### config.mk
export PLATFORM = sky130hd
export DESIGN_NAME = card_irq_reg
export DESIGN_NICKNAME = d
export VERILOG_FILES = /design/src/rtl/card_irq_pkg.sv /design/src/rtl/cdet_sync.sv /design/src/rtl/evt_latch.sv /design/src/rtl/card_irq_reg.sv
export SDC_FILE = /design/constraint.sdc
export NUM_CORES = 1
export LEC_CHECK = 0
export BUFFER_PORTS_ARGS = -buffer_cell sky130_fd_sc_hd__buf_2
export CORE_UTILIZATION = 36
export DETAILED_ROUTE_END_ITERATION = 6
export PLACE_DENSITY = 0.95
export SLEW_MARGIN = 10
export SYNTH_ARGS = -nofsm -noshare
export SYNTH_HDL_FRONTEND = slang
export SYNTH_SLANG_ARGS = --single-unit
### constraint.sdc
create_clock -name clk -period 1.95 [get_ports clk]
set_input_delay 0.195 -clock clk [delete_from_list [all_inputs] [get_ports clk]]
set_output_delay 0.195 -clock clk [all_outputs]
set_load 0.05 [all_outputs]
### src/rtl/card_irq_pkg.sv
// Bit positions and widths shared by the card interrupt register.
// Assumes the 32-bit word layout: status low half, enables high half.
package card_irq_pkg;
    localparam int WORD_W     = 32;
    localparam int EN_SHIFT   = 16;
    localparam int POS_PRES   = 1;
    localparam int POS_INS    = 8;
    localparam int POS_REM    = 9;
    localparam int POS_FIFO   = 10;
    localparam int POS_DONE   = 11;
    localparam int POS_ERR    = 14;
    localparam int POS_LED    = 15;
    localparam int IRQ_LO     = 8;
    localparam int IRQ_HI     = 14;
    localparam int IRQ_W      = IRQ_HI - IRQ_LO + 1;
    localparam int N_LATCH    = 5;
    // Order of latched flags inside the latch bank
    localparam int L_INS  = 0;
    localparam int L_REM  = 1;
    localparam int L_DONE = 2;
    localparam int L_ERR  = 3;
    localparam int L_LED  = 4;
endpackage

### src/rtl/cdet_sync.sv
// Synchroniser for the asynchronous card-present pin with edge outputs.
// Assumes STAGES >= 2; rise/fall are valid in the cycle before the level updates.
module cdet_sync #(
    parameter int STAGES = 2
) (
    input  logic clk,
    input  logic rst_n,
    input  logic pin,
    output logic level,
    output logic rise,
    output logic fall
);
    logic [STAGES-1:0] sh;

    // Shift the pin through the synchroniser chain
    always_ff @(posedge clk) begin
        if (!rst_n) sh <= '0;
        else        sh <= {sh[STAGES-2:0], pin};
    end

    assign level = sh[STAGES-1];
    assign rise  = sh[STAGES-2] & ~sh[STAGES-1];
    assign fall  = ~sh[STAGES-2] & sh[STAGES-1];
endmodule

### src/rtl/evt_latch.sv
// Bank of sticky flags: set by an event, cleared when keep is low.
// Assumes set dominates clear within a cycle.
module evt_latch #(
    parameter int W = 5
) (
    input  logic         clk,
    input  logic         rst_n,
    input  logic [W-1:0] set,
    input  logic [W-1:0] keep,
    output logic [W-1:0] q
);
    for (genvar i = 0; i < W; i++) begin : g_flag
        // One sticky flag: event sets, zero-write clears
        always_ff @(posedge clk) begin
            if (!rst_n) q[i] <= 1'b0;
            else        q[i] <= set[i] | (q[i] & keep[i]);
        end
    end
endmodule

### src/rtl/card_irq_reg.sv
// Interrupt status/enable register with card-detect event tracking.
// Assumes single-register access: wr_en selects this word, rd_data is always valid.
module card_irq_reg
    import card_irq_pkg::*;
#(
    parameter int SYNC_STAGES = 2
) (
    input  logic              clk,
    input  logic              rst_n,
    input  logic              wr_en,
    input  logic [WORD_W-1:0] wr_data,
    output logic [WORD_W-1:0] rd_data,
    input  logic              card_present,
    input  logic              dma_done,
    input  logic              dma_err,
    input  logic              fifo_empty,
    input  logic              led_set,
    output logic              irq,
    output logic              led_on
);
    logic               pres_lvl, pres_rise, pres_fall;
    logic [IRQ_W-1:0]   en_q;
    logic [N_LATCH-1:0] set_v, keep_v, flag_q;
    logic [IRQ_W-1:0]   stat_v;

    cdet_sync #(.STAGES(SYNC_STAGES)) u_sync (
        .clk   (clk),
        .rst_n (rst_n),
        .pin   (card_present),
        .level (pres_lvl),
        .rise  (pres_rise),
        .fall  (pres_fall)
    );

    // Enable half: loaded directly on a write
    always_ff @(posedge clk) begin
        if (!rst_n)     en_q <= '0;
        else if (wr_en) en_q <= wr_data[EN_SHIFT+IRQ_HI:EN_SHIFT+IRQ_LO];
    end

    // Event sources, gated for the card-detect pair by their enables
    always_comb begin
        set_v         = '0;
        set_v[L_INS]  = pres_rise & en_q[POS_INS-IRQ_LO];
        set_v[L_REM]  = pres_fall & en_q[POS_REM-IRQ_LO];
        set_v[L_DONE] = dma_done;
        set_v[L_ERR]  = dma_err;
        set_v[L_LED]  = led_set;
    end

    // Keep mask: a written zero clears, a written one keeps
    always_comb begin
        keep_v         = '1;
        keep_v[L_INS]  = ~wr_en | wr_data[POS_INS];
        keep_v[L_REM]  = ~wr_en | wr_data[POS_REM];
        keep_v[L_DONE] = ~wr_en | wr_data[POS_DONE];
        keep_v[L_ERR]  = ~wr_en | wr_data[POS_ERR];
        keep_v[L_LED]  = ~wr_en | wr_data[POS_LED];
    end

    evt_latch #(.W(N_LATCH)) u_flags (
        .clk   (clk),
        .rst_n (rst_n),
        .set   (set_v),
        .keep  (keep_v),
        .q     (flag_q)
    );

    // Status bits 8..14 as seen by the interrupt logic
    always_comb begin
        stat_v                   = '0;
        stat_v[POS_INS-IRQ_LO]   = flag_q[L_INS];
        stat_v[POS_REM-IRQ_LO]   = flag_q[L_REM];
        stat_v[POS_FIFO-IRQ_LO]  = fifo_empty;
        stat_v[POS_DONE-IRQ_LO]  = flag_q[L_DONE];
        stat_v[POS_ERR-IRQ_LO]   = flag_q[L_ERR];
    end

    // Read word assembly
    always_comb begin
        rd_data                                = '0;
        rd_data[POS_PRES]                      = pres_lvl;
        rd_data[IRQ_HI:IRQ_LO]                 = stat_v;
        rd_data[POS_LED]                       = flag_q[L_LED];
        rd_data[EN_SHIFT+IRQ_HI:EN_SHIFT+IRQ_LO] = en_q;
    end

    assign irq    = |(stat_v & en_q);
    assign led_on = flag_q[L_LED];
endmodule

### After elaboration in Yosys (flattened, before gate mapping)

Cells that the tools add are included.

* output and inout port bits: 34
* bits of input ports: 40
* register bits: 14

* reductions and logical operators: 1
* bitwise operators: 23

Operators with widths (count)
* $or A1 B1 Y1: 10
* $and A1 B1 Y1: 9
* $and A7 B7 Y7: 1
* $reduce_or A7 Y1: 1
* $not A1 Y1: 3

### Logic depth before layout (Yosys ltp)

* depth after elaboration: 4
* depth in mapped cells: 4
* mapped depth without buffers: 3

### By module

Synthesis repeated with hierarchy kept, for this count alone.

* cell total of the unflattened synthesis: 75
* area total of the unflattened synthesis: 744.5 um2

By module, submodules not included
* card_irq_reg: sequential area each 140.1 um2, area each 491.7 um2, cells each 54, times used 1
* evt_latch: sequential area each 100.1 um2, area each 187.7 um2, cells each 15, times used 1
* cdet_sync: sequential area each 40.0 um2, area each 65.1 um2, cells each 6, times used 1

### Least setup slack after synthesis

Ideal clock, no wire load.

* kind: register to output
* from: register u_flags.q[3]
* to: output irq
* data arrival time: 1.201 ns
* stages on the path, launching flop included: 3
* setup slack: 0.554 ns
* required time: 1.755 ns
* path through: dfxtp_1 > a222oi_1 > nand2_1

* cells in the longest elaborated chain, start to end: 2

RTL lines
* start: declaration: line evt_latch.sv:10 `output logic [W-1:0] q`
* start signal: indexed assignment: line evt_latch.sv:16 `else q[i] <= set[i] | (q[i] & keep[i]);`
* $and A7 B7 Y7: line card_irq_reg.sv:88 `assign irq = |(stat_v & en_q);`
* $reduce_or A7 Y1: line card_irq_reg.sv:88
* end: declaration: line card_irq_reg.sv:18 `output logic irq,`

No other way between the ends.

### Final worst setup path

* from: register en_q[0]
* to: output irq

* cells in the longest elaborated chain, start to end: 2

RTL lines
* start: declaration: line card_irq_reg.sv:22 `logic [IRQ_W-1:0] en_q;`
* start signal: assignment: line card_irq_reg.sv:38 `else if (wr_en) en_q <= wr_data[EN_SHIFT+IRQ_HI:EN_SHIFT+IRQ_LO];`
* $and A7 B7 Y7: line card_irq_reg.sv:88
* $reduce_or A7 Y1: line card_irq_reg.sv:88

No other way between the ends.

==> run summary <==
status = finished clean
Hold Crit Depth = 2
GRT overflow = 0
CTS H-Tree Depth = 1
Ys Warns = 0
Total GRT Usage = 12.0%
Overall Power = 680 uW
multi-input logic area = 293 um^2
Die Wd = 46.1 um
max-capacitance violation count = 0
post-CTS setup buffers = 0
Hold Buf Count CTS = 0
Setup WS post-layout = 553 ps
synth unique cells = 16
drt initial violations = 3
Initial Utilization = 39.3%
Post-DP HPWL = 1070 um
Cell Area, Synth = 701 um^2
VDD IR max = 0.309 mV
layout cells sized above 1 = 37.1%
Core Box Area = 1780 um^2
Net count, final = 147
Inserted Diodes = 0
clock root buffer = clkbuf_4
post-synthesis sequential area ratio = 40.0%
WL per Instance = 9.72 um
fmax = 716 MHz
CP Capture Type = output port
worst reg-to-reg path cell count = 2
first-pass GRT wire length = 1760 um
overall die height = 46.1 um
routability cong. = 0.635
# fillers = 183
Fin Setup TNS = 0 ps
pre-CTS WS = 839 ps
post-place instance area = 797 um^2
area grow syn2layout = 17.0%
arrival time at the worst endpoint = 1200 ps
number of nets still failing antenna checks after routing = 0
post_cts resized = 0
Die ar. = 2130 um^2
initial antenna violation count = 0
Final Cell Area = 820 um^2
Lkg Pwr = 0.000448 uW
Via density = 4.25
most common cell after layout, fill and taps aside = buf_2
DRC = 0
final setup vio count = 0
FF+latch area = 280 um^2
most frequent cells in the layout = buf_2 (35), conb_1 (18), dfxtp_1 (14)
drt pass-1 iters = 4
io pins = 74
Yosys reg bits = 14
Bufs on Longest Clock Path = 2
post-synth top area share = 40.0%
max-slew violation total from the final report = 0
worst hold margin = 135 ps
Clock Sinks = 14
kind of critical path = reg2out
pwr/cell area = 830 nW/um^2
required time of the critical path = 1750 ps
CTS buffer count = 3
Synth Area per Inst = 9.60 um^2
Worst-Skew Late Latency = 270 ps
Area contributors post-synth = dfxtp_1 (40%), buf_4 (22%), mux2i_1 (10%)
Total Wirelength = 1260 um
Cells after Synth = 73
Synth area leader = dfxtp_1
fin crit share = 71.7%
Period minus WS final = 1400 ps
port bufs = 35
Site Rows = 15
Hold Path Class = in2reg
pin count of the biggest net entering global routing = 15
clock slew at reported path FFs = 70 ps
RSZ-0062 raised after global routing = no
CTS tree = built
startpoint types = flop
Fin. Hold Viols = 0
clk_skew = 3.93 ps
Vias = 553
Crit Path Max Fanout = 4
vias in the first global route = 447
==> worst paths after layout <==
path	slack (ps)	end	from
setup / recovery	550	irq	en_q[0]
hold / removal	140	u_sync.sh[0]	card_present
setup reg to reg	1250	en_q[1]	en_q[1]
hold reg to reg	480	u_sync.sh[1]	u_sync.sh[0]
==> critical path: stages, from the launching register on <==
cell and delay (ps):
dfxtp_1 350, a222oi_1 300, nand2_1 70, buf_2 210
==> routing by layer <==
| metal | share of wire (%) | GRT usage [%] | up-vias | wire length (um) |
|---|---|---|---|---|
| met2 | 47 | 19.7 | 41 | 598 |
| met3 | 9.3 | 3.92 | 0 | 118 |
| met5 | 0 | 0 | - | 0 |
| li1 | - | - | 268 | - |
| met4 | 0 | 5.29 | 0 | 0 |
| met1 | 43 | 14.2 | 244 | 545 |
==> final cells by class <==
type	instances	share of cell area [%]
Timing Repair Buffer	35	21.4
Sequential cell	14	34.2
Tap cell	25	3.82
Multi-Input combinational cell	49	35.7
Clock buffer	3	2.75
Inverter	4	2.14
==> registers in the layout, summed over array words and instances (netlist names) <==
name and count:
u_sync.sh 2, u_flags.q 5, en_q 7
==> metrics by stage <==
| step | util [%] | std cells |
|---|---|---|
| after floorplan | - | 90 |
| after global placement | 44.7 | 127 |
| after detailed placement | 44.7 | 127 |
| after CTS | 46.0 | 130 |
| after global routing | 46.0 | 130 |
| final | 46.0 | 130 |
==> Yosys cell counts <==
| cell type | n |
|---|---|
| buf_6 | 1 |
| inv_1 | 3 |
| conb_1 | 1 |
| mux2i_1 | 7 |
| inv_4 | 1 |
| nor2b_1 | 7 |
| dfxtp_1 | 14 |
| a22oi_1 | 1 |
| o21ai_1 | 5 |
| nand3b_1 | 2 |
| and2_1 | 2 |
| a222oi_1 | 1 |
| buf_2 | 1 |
| buf_4 | 21 |
| a21boi_1 | 5 |
| nand2_1 | 1 |
==> cells by family (layout without fill, tap and decap cells) <==
family / count (synthesis) / count (layout) / synth area share [%]
AOI/OAI and AO/OA: 12 / 12 / 11.4
and+or+nand+nor: 12 / 12 / 10.7
DFF: 14 / 14 / 40.0
buffers and inverters: 27 / 42 / 27.3
muxes: 7 / 7 / 10.0
other: 1 / 18 / 0.535
==> power breakdown <==
group	total [uW]	switching [uW]	internal (uW)
clock network	153	81.4	71.3
logic	215	171	44.2
registers	313	11.3	301
No activity file was read; power rests on OpenSTA's default activity.
